### config.mk
export PLATFORM = sky130hd
export DESIGN_NAME = cntdn_timer
export DESIGN_NICKNAME = d
export VERILOG_FILES = /design/src/rtl/cntdn_pkg.sv /design/src/rtl/cntdn_prescale.sv /design/src/rtl/cntdn_counter.sv /design/src/rtl/cntdn_regs.sv /design/src/rtl/cntdn_timer.sv
export SDC_FILE = /design/constraint.sdc
export NUM_CORES = 1
export LEC_CHECK = 0
export ABC_AREA = 1
export BUFFER_PORTS_ARGS = -buffer_cell sky130_fd_sc_hd__buf_4
export CORE_MARGIN = 4
export CORE_UTILIZATION = 30
export CTS_CLUSTER_DIAMETER = 150
export DETAILED_ROUTE_END_ITERATION = 16
export GPL_TIMING_DRIVEN = 1
export PLACE_DENSITY_LB_ADDON = 0.05
export SLEW_MARGIN = 0
export SYNTH_ARGS = -nofsm -noshare
export SYNTH_HDL_FRONTEND = slang
export SYNTH_SLANG_ARGS = --single-unit
### constraint.sdc
create_clock -name clk -period 2.6 [get_ports clk]
set_input_delay 0.13 -clock clk [delete_from_list [all_inputs] [get_ports clk]]
set_output_delay 0.13 -clock clk [all_outputs]
set_load 0.02 [all_outputs]
### src/rtl/cntdn_pkg.sv
// Package: shared constants for the down-counter timer.
// Holds control-bit positions, register word indices and reset values.
package cntdn_pkg;
    localparam int CNT_W      = 32;  // full counter and limit width
    localparam int NARROW_W   = 16;  // width used when the wide bit is clear
    localparam int CTRL_W     = 8;   // stored control byte
    localparam int IDX_W      = 3;   // register word index width
    localparam int PSC_W      = 8;   // prescaler depth (/256 needs 8 bits)
    localparam int PSC_MID_W  = 4;   // low prescaler bits that give /16

    localparam int CB_ONESHOT = 0;
    localparam int CB_WIDE    = 1;
    localparam int CB_PSC_LO  = 2;
    localparam int CB_IE      = 5;
    localparam int CB_PERIOD  = 6;
    localparam int CB_RUN     = 7;

    localparam logic [CTRL_W-1:0] CTRL_RST = 8'h20;

    typedef enum logic [IDX_W-1:0] {
        IX_LOAD   = 3'd0,
        IX_COUNT  = 3'd1,
        IX_CTRL   = 3'd2,
        IX_CLEAR  = 3'd3,
        IX_RAW    = 3'd4,
        IX_MASKED = 3'd5,
        IX_DEFER  = 3'd6
    } reg_ix_e;

    // Active-width mask for a given control byte.
    function automatic logic [CNT_W-1:0] width_mask(input logic [CTRL_W-1:0] c);
        return c[CB_WIDE] ? {CNT_W{1'b1}}
                          : {{(CNT_W-NARROW_W){1'b0}}, {NARROW_W{1'b1}}};
    endfunction

    // Value loaded into the counter for a control byte and a stored limit.
    function automatic logic [CNT_W-1:0] reload_of(input logic [CTRL_W-1:0] c,
                                                   input logic [CNT_W-1:0]  lim);
        logic free_run;
        free_run = !c[CB_ONESHOT] && !c[CB_PERIOD];
        return free_run ? width_mask(c) : (lim & width_mask(c));
    endfunction
endpackage

### src/rtl/cntdn_prescale.sv
// Module: tick prescaler.
// Counts base ticks while the timer runs and emits a one-cycle step at the
// selected division (/1, /16, /256; code 3 acts as /1).
// Assumes the /256 division needs exactly PSC_W bits, and that the clear
// input wins over a tick in the same cycle.
module cntdn_prescale
    import cntdn_pkg::*;
(
    input  logic       clk,
    input  logic       rst_n,
    input  logic       tick_i,
    input  logic       run_i,
    input  logic       clr_i,
    input  logic [1:0] sel_i,
    output logic       step_o
);
    logic [PSC_W-1:0] phase_q;
    logic             wrap;

    // Advance the phase on each tick while running; restart on clear.
    always_ff @(posedge clk) begin
        if (!rst_n)                phase_q <= '0;
        else if (clr_i)            phase_q <= '0;
        else if (tick_i && run_i)  phase_q <= phase_q + 1'b1;
    end

    // Decide whether the current tick completes a division period.
    always_comb begin
        case (sel_i)
            2'b01:   wrap = &phase_q[PSC_MID_W-1:0];
            2'b10:   wrap = &phase_q;
            default: wrap = 1'b1;
        endcase
    end

    assign step_o = tick_i && run_i && !clr_i && wrap;
endmodule

### src/rtl/cntdn_counter.sv
// Module: down-counter with reload and mode sequencing.
// Decrements on each step, flags expiry when a step meets an active count of
// 1 or 0, then reloads (periodic, free-running) or halts (one-shot).
// Assumes the load and control write strobes are mutually exclusive, since
// they come from one address decode.
module cntdn_counter
    import cntdn_pkg::*;
(
    input  logic              clk,
    input  logic              rst_n,
    input  logic [CTRL_W-1:0] ctrl_q_i,
    input  logic [CNT_W-1:0]  limit_q_i,
    input  logic [CNT_W-1:0]  wdata_i,
    input  logic              load_wr_i,
    input  logic              ctrl_wr_i,
    input  logic              step_i,
    output logic [CNT_W-1:0]  count_o,
    output logic              halted_o,
    output logic              expire_o
);
    logic [CNT_W-1:0]  count_q;
    logic              halted_q;
    logic [CNT_W-1:0]  active;
    logic [CTRL_W-1:0] new_ctrl;

    assign new_ctrl = wdata_i[CTRL_W-1:0];
    assign active   = count_q & width_mask(ctrl_q_i);

    // An expiry is a step that sees the end of the count and is not pre-empted by a write.
    assign expire_o = step_i && ctrl_q_i[CB_RUN] && !halted_q && !load_wr_i &&
                      !ctrl_wr_i && (active <= CNT_W'(1));

    // Update the count: writes first, then the step-driven decrement or reload.
    always_ff @(posedge clk) begin
        if (!rst_n) begin
            count_q  <= '0;
            halted_q <= 1'b0;
        end else if (load_wr_i) begin
            count_q  <= reload_of(ctrl_q_i, wdata_i);
            halted_q <= 1'b0;
        end else if (ctrl_wr_i) begin
            if (new_ctrl[CB_RUN]) count_q <= reload_of(new_ctrl, limit_q_i);
            halted_q <= 1'b0;
        end else if (expire_o) begin
            if (ctrl_q_i[CB_ONESHOT]) begin
                count_q  <= '0;
                halted_q <= 1'b1;
            end else begin
                count_q  <= reload_of(ctrl_q_i, limit_q_i);
            end
        end else if (step_i && ctrl_q_i[CB_RUN] && !halted_q) begin
            count_q <= count_q - 1'b1;
        end
    end

    assign count_o  = count_q;
    assign halted_o = halted_q;
endmodule

### src/rtl/cntdn_regs.sv
// Module: register decode, configuration storage, interrupt flag and read mux.
// Assumes addr_i is a word index and that reads have no side effects.
module cntdn_regs
    import cntdn_pkg::*;
(
    input  logic              clk,
    input  logic              rst_n,
    input  logic [IDX_W-1:0]  addr_i,
    input  logic              wr_en_i,
    input  logic [CNT_W-1:0]  wdata_i,
    input  logic [CNT_W-1:0]  count_i,
    input  logic              expire_i,
    output logic [CTRL_W-1:0] ctrl_o,
    output logic [CNT_W-1:0]  limit_o,
    output logic              raw_o,
    output logic              load_wr_o,
    output logic              ctrl_wr_o,
    output logic [CNT_W-1:0]  rdata_o
);
    logic [CTRL_W-1:0] ctrl_q;
    logic [CNT_W-1:0]  limit_q;
    logic              raw_q;
    logic              defer_wr;
    logic              clear_wr;

    assign load_wr_o = wr_en_i && (addr_i == IX_LOAD);
    assign ctrl_wr_o = wr_en_i && (addr_i == IX_CTRL);
    assign defer_wr  = wr_en_i && (addr_i == IX_DEFER);
    assign clear_wr  = wr_en_i && (addr_i == IX_CLEAR);

    // Store the control byte and the limit from either load register.
    always_ff @(posedge clk) begin
        if (!rst_n) begin
            ctrl_q  <= CTRL_RST;
            limit_q <= '0;
        end else begin
            if (ctrl_wr_o)             ctrl_q  <= wdata_i[CTRL_W-1:0];
            if (load_wr_o || defer_wr) limit_q <= wdata_i;
        end
    end

    // Hold the raw interrupt flag; an expiry outranks a clear.
    always_ff @(posedge clk) begin
        if (!rst_n)        raw_q <= 1'b0;
        else if (expire_i) raw_q <= 1'b1;
        else if (clear_wr) raw_q <= 1'b0;
    end

    // Select read data by word index.
    always_comb begin
        case (addr_i)
            IX_LOAD, IX_DEFER: rdata_o = limit_q;
            IX_COUNT:          rdata_o = count_i & width_mask(ctrl_q);
            IX_CTRL:           rdata_o = {{(CNT_W-CTRL_W){1'b0}}, ctrl_q};
            IX_RAW:            rdata_o = {{(CNT_W-1){1'b0}}, raw_q};
            IX_MASKED:         rdata_o = {{(CNT_W-1){1'b0}}, raw_q & ctrl_q[CB_IE]};
            default:           rdata_o = '0;
        endcase
    end

    assign ctrl_o  = ctrl_q;
    assign limit_o = limit_q;
    assign raw_o   = raw_q;
endmodule

### src/rtl/cntdn_timer.sv
// Module: top level of one programmable down-counter timer channel.
// Ties the register block, the prescaler and the counter together and
// drives the level interrupt.
// Assumes tick_i is synchronous to clk and at most one cycle per tick.
module cntdn_timer
    import cntdn_pkg::*;
(
    input  logic              clk,
    input  logic              rst_n,
    input  logic              tick_i,
    input  logic [IDX_W-1:0]  addr_i,
    input  logic              wr_en_i,
    input  logic [CNT_W-1:0]  wdata_i,
    output logic [CNT_W-1:0]  rdata_o,
    output logic              irq_o
);
    logic [CTRL_W-1:0] ctrl_q;
    logic [CNT_W-1:0]  limit_q;
    logic [CNT_W-1:0]  count_q;
    logic              raw_q;
    logic              halted_q;
    logic              load_wr;
    logic              ctrl_wr;
    logic              step;
    logic              expire;

    cntdn_regs u_regs (
        .clk       (clk),
        .rst_n     (rst_n),
        .addr_i    (addr_i),
        .wr_en_i   (wr_en_i),
        .wdata_i   (wdata_i),
        .count_i   (count_q),
        .expire_i  (expire),
        .ctrl_o    (ctrl_q),
        .limit_o   (limit_q),
        .raw_o     (raw_q),
        .load_wr_o (load_wr),
        .ctrl_wr_o (ctrl_wr),
        .rdata_o   (rdata_o)
    );

    cntdn_prescale u_psc (
        .clk    (clk),
        .rst_n  (rst_n),
        .tick_i (tick_i),
        .run_i  (ctrl_q[CB_RUN]),
        .clr_i  (ctrl_wr),
        .sel_i  (ctrl_q[CB_PSC_LO+1:CB_PSC_LO]),
        .step_o (step)
    );

    cntdn_counter u_cnt (
        .clk       (clk),
        .rst_n     (rst_n),
        .ctrl_q_i  (ctrl_q),
        .limit_q_i (limit_q),
        .wdata_i   (wdata_i),
        .load_wr_i (load_wr),
        .ctrl_wr_i (ctrl_wr),
        .step_i    (step),
        .count_o   (count_q),
        .halted_o  (halted_q),
        .expire_o  (expire)
    );

    assign irq_o = raw_q & ctrl_q[CB_IE];
endmodule

==> summary.txt, run 1 <==
Timing
  – Final Cycle Share: 89.2%
  – Final setup margin: 0.280 ns
  – Final Hold Vio Count: 0
  – RSZ-0062 raised after global routing: false
  – Setup violations, final: 0
  – Min Tclk post-route: 2.32 ns
  – TNS Setup: 0 ns
  – F_max: 0.431 GHz
  – Worst-Margin Slew: 0.872 ns
  – Max Slew Vio Count: 0
  – Rel. slew slack: 41.8%
  – Clock skew: 0.00722 ns

Worst setup path
  – Worst setup EP type: flop
  – CP Cell Sequence: inv_1, ha_1, nand2_1, nor2_1, nand2_1, a21oi_4, nand3_4, nor2_2, o21ai_0, o21ai_1, nand2_1, a21oi_1
  – CP Max Fanout: 14
  – Worst Setup Start Kind: flop
  – Critical path type: flop to flop
  – Arrival time worst endpoint: 2.60 ns
  – Slowest stage delay, CP: 0.35 ns
  – Critical Path RT: 2.88 ns
  – Most Frequent Cell on Critical Path: nand2_1
  – Worst path bufs/invs: 1
  – Slowest-stage cell, CP: dfxtp_1
  – Top delay family on crit path: simple AND/OR/NAND/NOR gates

Final layout
  – Share of the core filled with cells: 37.4%
  – Final #Nets: 1104
  – Antenna Cells: 0
  – Fill cells: 2148
  – Share of cells above drive strength 1: 13.1%
  – Synth-to-Final Area Change: 20.8%

Yosys
  – Mapped cell area: 5860 um2
  – Average size of a mapped cell: 5.92 um2
  – EDFF count, synth: 0
  – Synth Flop Type: dfxtp_1
  – Synth top area share: 28.0%
  – Top post-synthesis cells by area: dfxtp_1 28%, nand2_1 13%, o21ai_0 11%, nor2_1 9.7%, a21oi_1 8.1%
  – Cells after Synth: 991
  – Net Count, Synth: 1035
  – Post-synth top cells: 207 x nand2_1, 151 x nor2_1, 128 x o21ai_0
  – Yosys synthesis warning count: 0
  – Sequential share of the synthesized area: 28.0%
  – Most frequent cell after synthesis: nand2_1
  – Async SR Flop Fraction: 0%
  – Synth area leader: dfxtp_1
  – Flops & latches, synth: 82
  – Post-synth cell types: 33

Die
  – Die W: 148 um
  – Core area: 19000 um2
  – I/O pins: 72
  – Row Count: 50
  – Initial core utilization: 30.9%
  – Area of the die: 21800 um2
  – Die height: 148 um

Placed design
  – Post-place setup slack: 0.252 ns
  – DP Wirelength: 18.1 mm
  – IO buf count: 71
  – GP Congestion: 0.903

GRT
  – First-pass GRT wire length: 39.0 mm
  – Initial antenna violation count: 0
  – Vias in the first global route: 6773
  – Largest net degree at the start of global routing: 49
  – GRT overflow: 0
  – Total track usage: 22.4%

Clock tree
  – CTS sink cnt: 82
  – TritonCTS clock tree: yes
  – Clk_lat worst skew: 0.35 ns
  – # hold bufs at CTS: 0
  – CTS Buf Count: 9
  – Clk buf depth: 2
  – H-tree depth: 3
  – Clock slew at reported path FFs: 0.06 ns
  – Clock Tree Root: clkbuf_16

Power
  – Lkg Pwr: 0.00329 uW
  – VDD IR max: 0.373 mV
  – PD cells: 547 nW/um2

Run status
  – Outcome: completed

Min path
  – Worst min path class: input port to flop

Route
  – Routed WL: 24.5 mm
  – DRT Pass-1 Iters: 7
  – DRC viols: 0
  – Initial drt markers: 514
  – Average wire per standard cell: 18.5 um
  – DR vias: 6833
  – Detail Route Antenna Nets: 0
  – Routed vias/inst: 5.16

Job
  – Max Cap Viol: 0
[state kept, by name (all words and copies together), names as in the netlist]
signal and cells:
u_psc.phase_q 8, u_regs.ctrl_o 8, u_regs.raw_o 1, u_cnt.count_o 32, u_cnt.halted_o 1, u_regs.limit_o 32
[area by class of cell]
cell class                      instances  area (um2)  area share, %
Multi-Input combinational cell        757        3620           51.1
Sequential cell                        82        1640           23.2
Timing Repair Buffer                  105         801           11.3
Inverter                              105         394           5.56
Tap cell                              260         325           4.59
Clock buffer                           12         246           3.48
Clock inverter                          4        51.3          0.724
[per-layer routing]
| layer | track usage (%) | up-vias | wire length, um |
|---|---|---|---|
| met5 | 0 | - | 0 |
| met4 | 6.20 | 0 | 512 |
| met3 | 2.88 | 31 | 1190 |
| li1 | - | 3425 | - |
| met1 | 31.5 | 3174 | 11800 |
| met2 | 36.1 | 203 | 11000 |
[power breakdown]
group	internal (uW)	leakage [uW]	switching, uW	total [uW]
sequential	1320	0.000669	76.5	1400
clock	772	0.000143	555	1330
combinational	392	0.00248	759	1150
[worst paths after layout]
path / from / endpoint / slack [ns] / cells past startpoint
worst max-delay path: u_cnt.count_o[0] / u_cnt.count_o[29] / 0.28 / 12
worst min-delay path: wdata_i[15] / u_regs.limit_o[15] / 0.04 / 3
worst max register to register: u_cnt.count_o[0] / u_cnt.count_o[29] / 0.28 / 12
worst min register to register: u_psc.phase_q[6] / u_psc.phase_q[6] / 0.48 / 2
[metrics by stage]
stage	area, um2	hold slack, ns	power, uW	cells
6_report	7080	0.0410	3880	1325
3_3_place_gp	6750	0.375	2560	1306
2_1_floorplan	5860	0.265	2160	991
5_1_grt	7080	0.0390	4110	1325
3_5_place_dp	6750	0.396	2550	1306
4_1_cts	7050	0.0294	3900	1322
[cells in the final DEF, fill, tap and decap left out, types with 2 or more instances in the layout]
master,count
nand2_2,4
inv_2,5
nand3b_1,3
o211ai_1,3
nand4_1,10
a21oi_1,95
o22ai_1,23
buf_4,104
nand3_1,58
nand2_1,207
nor2_1,149
xor2_1,14
clkbuf_16,9
dfxtp_1,81
o221ai_1,6
a211oi_1,8
clkbuf_1,2
o21ai_1,8
o21ai_0,128
nor3_1,15
inv_1,97
clkinv_1,3
nor2_2,5
xnor2_1,6
a22oi_1,2
ha_1,5
nor2_4,3
[repair_timing]
item                                    in CTS  in global routing
endpoints found under the setup margin       0                 13
buffers inserted                             0                  2
gates resized for setup                      0                  3
[worst register-to-register path: stages, from the launching register on]
cell and delay, ns:
dfxtp_1 0.35, inv_1 0.11, ha_1 0.23, nand2_1 0.08, nor2_1 0.13, nand2_1 0.17, a21oi_4 0.28, nand3_4 0.24
nor2_2 0.25, o21ai_0 0.12, o21ai_1 0.12, nand2_1 0.06, a21oi_1 0.11
[kinds of logic (layout without fill, tap and decap cells)]
family,count (synthesis),count (layout),share of synthesized area (%)
DFF,82,82,28.0
AOI/OAI and AO/OA,275,275,25.0
xor gates and xnor gates,20,20,2.99
buffers and inverters,153,226,10.5
adders and majority gates,5,5,1.07
and+or+nand+nor,456,457,32.4
No activity file was read; power rests on OpenSTA's default activity.
==> inputs of run 2 (changes only) <==
--- a/config.mk
+++ b/config.mk
@@ -8,7 +8,7 @@
 export ABC_AREA = 1
 export BUFFER_PORTS_ARGS = -buffer_cell sky130_fd_sc_hd__buf_4
 export CORE_MARGIN = 4
-export CORE_UTILIZATION = 30
+export CORE_UTILIZATION = 59
 export CTS_CLUSTER_DIAMETER = 150
 export DETAILED_ROUTE_END_ITERATION = 16
 export GPL_TIMING_DRIVEN = 1
==> constraint.sdc (replaced) <==
create_clock -name clk -period 2.2 [get_ports clk]
set_input_delay 0.11 -clock clk [delete_from_list [all_inputs] [get_ports clk]]
set_output_delay 0.11 -clock clk [all_outputs]
set_load 0.02 [all_outputs]
==> summary.txt, run 2 (synthesis results as in run 1) <==
Timing
  – Worst-Margin Slew: 0.833 ns (-0.0389 ns)
  – Final Hold Vio Count: 0 (unchanged)
  – Max Slew Vio Count: 0 (unchanged)
  – Clock skew: 0.0108 ns (+0.00358 ns)
  – Setup violations, final: 0 (unchanged)
  – Min Tclk post-route: 2.07 ns (-0.247 ns)
  – F_max: 0.482 GHz (+12%)
  – TNS Setup: 0 ns (unchanged)
  – Rel. slew slack: 44.2% (+2.5 points)
  – Final Cycle Share: 94.3% (+5.0 points)
  – Final setup margin: 0.126 ns (-0.153 ns)

Die
  – Core area: 9730 um2 (-49%)
  – Area of the die: 11600 um2 (-47%)
  – Die W: 108 um (-27%)
  – Row Count: 36 (-28%)
  – Die height: 108 um (-27%)
  – I/O pins: 72 (unchanged)
  – Initial core utilization: 60.2% (+29 points)

GRT
  – First-pass GRT wire length: 34.1 mm (-12%)
  – Total track usage: 37.1% (+15 points)
  – Vias in the first global route: 6863 (+1.3%)
  – Largest net degree at the start of global routing: 69 (+41%)
  – GRT overflow: 0 (unchanged)
  – Initial antenna violation count: 0 (unchanged)

Worst setup path
  – Slowest stage delay, CP: 0.37 ns (+0.02 ns)
  – Reg2reg end: u_cnt.count_o[20]
  – Worst Setup Start Kind: flop
  – Top delay family on crit path: simple AND/OR/NAND/NOR gates
  – Critical Path RT: 2.53 ns (-0.35 ns)
  – CP Max Fanout: 7 (-7)
  – Slowest-stage cell, CP: dfxtp_1
  – Most Frequent Cell on Critical Path: nand2_1
  – Worst setup EP type: flop
  – CP Cell Sequence: nor2_1, nand2_1, inv_1, nand2_1, a21oi_4, nand3_4, nor2_2, o21ai_0, o21ai_0, nand2_1, a21oi_1
  – Reg-to-reg slack, setup: 0.13 ns (-0.15 ns)
  – Worst Reg-to-Reg Cells: 11 (-1)
  – Arrival time worst endpoint: 2.40 ns (-0.20 ns)
  – Worst R2R Start: u_cnt.count_o[14]
  – Critical path type: flop to flop
  – Worst path bufs/invs: 1 (unchanged)
  – Crit path depth: 11 (-1)

Power
  – Tot Pwr: 4190 uW (+8.2%)
  – Lkg Pwr: 0.00336 uW (+2.3%)
  – PD cells: 593 nW/um2 (+8.4%)
  – VDD IR max: 0.491 mV (+32%)

Job
  – Max Cap Viol: 0 (unchanged)

Route
  – DRT Pass-1 Iters: 5 (-2)
  – DR WL met3: 2.40 mm (+100%)
  – Routed vias/inst: 5.93 (+15%)
  – Detail Route Antenna Nets: 0 (unchanged)
  – M1 wire length: 8.79 mm (-25%)
  – Routed WL: 21.0 mm (-15%)
  – Initial drt markers: 762 (+48%)
  – DR vias: 7242 (+6.0%)
  – Average wire per standard cell: 17.2 um (-7.3%)
  – DRC viols: 0 (unchanged)
  – WL met2: 9.05 mm (-18%)
  – Highest routed layer: met4

Clock tree
  – Clk buf depth: 2 (unchanged)
  – CTS sink cnt: 82 (unchanged)
  – H-tree depth: 3 (unchanged)
  – Clock Tree Root: clkbuf_8
  – TritonCTS clock tree: yes
  – Clk_lat worst skew: 0.39 ns (+0.04 ns)
  – CTS Buf Count: 9 (unchanged)
  – Clock slew at reported path FFs: 0.09 ns (+0.03 ns)

Run status
  – Outcome: completed

Placed design
  – Placed cell area: 6710 um2 (-0.61%)
  – Placed insts: 1193 (-8.7%)
  – GP Congestion: 0.998 (+11%)
  – IO buf count: 71 (unchanged)
  – DP Wirelength: 14.7 mm (-19%)
  – Post-place setup slack: -0.0310 ns (-0.283 ns)

Final layout
  – Final #Nets: 1127 (+2.1%)
  – Antenna Cells: 0 (unchanged)
  – Most common cell after layout, fill and taps aside: nand2_1
  – Synth-to-Final Area Change: 20.6%
  – Fin cells: 1221 (-7.8%)
  – Fin area: 7070 um2 (-0.19%)
  – Share of cells above drive strength 1: 15.0% (+1.8 points)
  – Most frequent cells in the layout: 206 x nand2_1, 145 x nor2_1, 128 x o21ai_0

Min path
  – Worst Hold Path EP: u_regs.limit_o[17]
  – Hold wc startpoint: wdata_i[17]
  – Worst min path class: input port to flop
  – Hold depth: 3 (unchanged)
[run 2: cell count changes in the layout (fill, tap and decap cells not counted), sizes merged]
cell,previous run,this run
clkinv,5,6
clkinvlp,1,2
dlygate4sd3,0,9
buf,105,119
clkbuf,12,10
[run 2: worst max-delay path by stage]
stage                            from           endpoint  slack [ns]
finish              u_cnt.count_o[14]  u_cnt.count_o[20]        0.13
global route         u_psc.phase_q[1]  u_cnt.count_o[29]       -0.04
CTS                  u_cnt.count_o[1]  u_cnt.count_o[31]        0.09
detailed placement   u_regs.ctrl_o[1]  u_cnt.count_o[13]       -0.03
global placement     u_regs.ctrl_o[1]  u_cnt.count_o[13]      0.0006
floorplan            u_cnt.count_o[0]   u_cnt.count_o[7]        0.31
[run 2: routing by layer]
metal,vias to the layer above,GRT usage (%)
met5,-,0
met4,0,15.1
met3,70,9.36
met2,466,56.2
met1,3240,50.4
li1,3466,-
[run 2: power breakdown]
group          switching (uW)  internal [uW]
clock                     617            526
sequential               75.8           1560
combinational             896            516
total                    1590           2600
[run 2: metrics by stage]
step	hold WS (ns)	util [%]
2_1_floorplan	0.245	-
3_3_place_gp	0.347	69.0
3_5_place_dp	0.359	69.0
4_1_cts	0.00111	71.9
5_1_grt	0.0157	72.7
6_report	0.00468	72.7
[run 2: area by class of cell]
type,count,area [um2]
Clock buffer,10,128
Timing Repair Buffer,128,1020
Multi-Input combinational cell,757,3650
Sequential cell,82,1640
Fill cell,906,2660
Tap cell,133,166
Clock inverter,6,67.6
Inverter,105,394
[run 2: what timing repair did]
item | in CTS | in global routing
cloned | 0 | 1
endpoints found under the setup margin | 4 | 27
gates resized for setup | 1 | 11
pin swaps | 0 | 2
hold buffers | 9 | 0
buffers inserted | 0 | 2
hold endpoints to repair | 9 | 0
[run 2: worst min-delay path: stages]
cell     delay, ns
buf_4         0.08
o21ai_0       0.07
a21oi_1       0.10
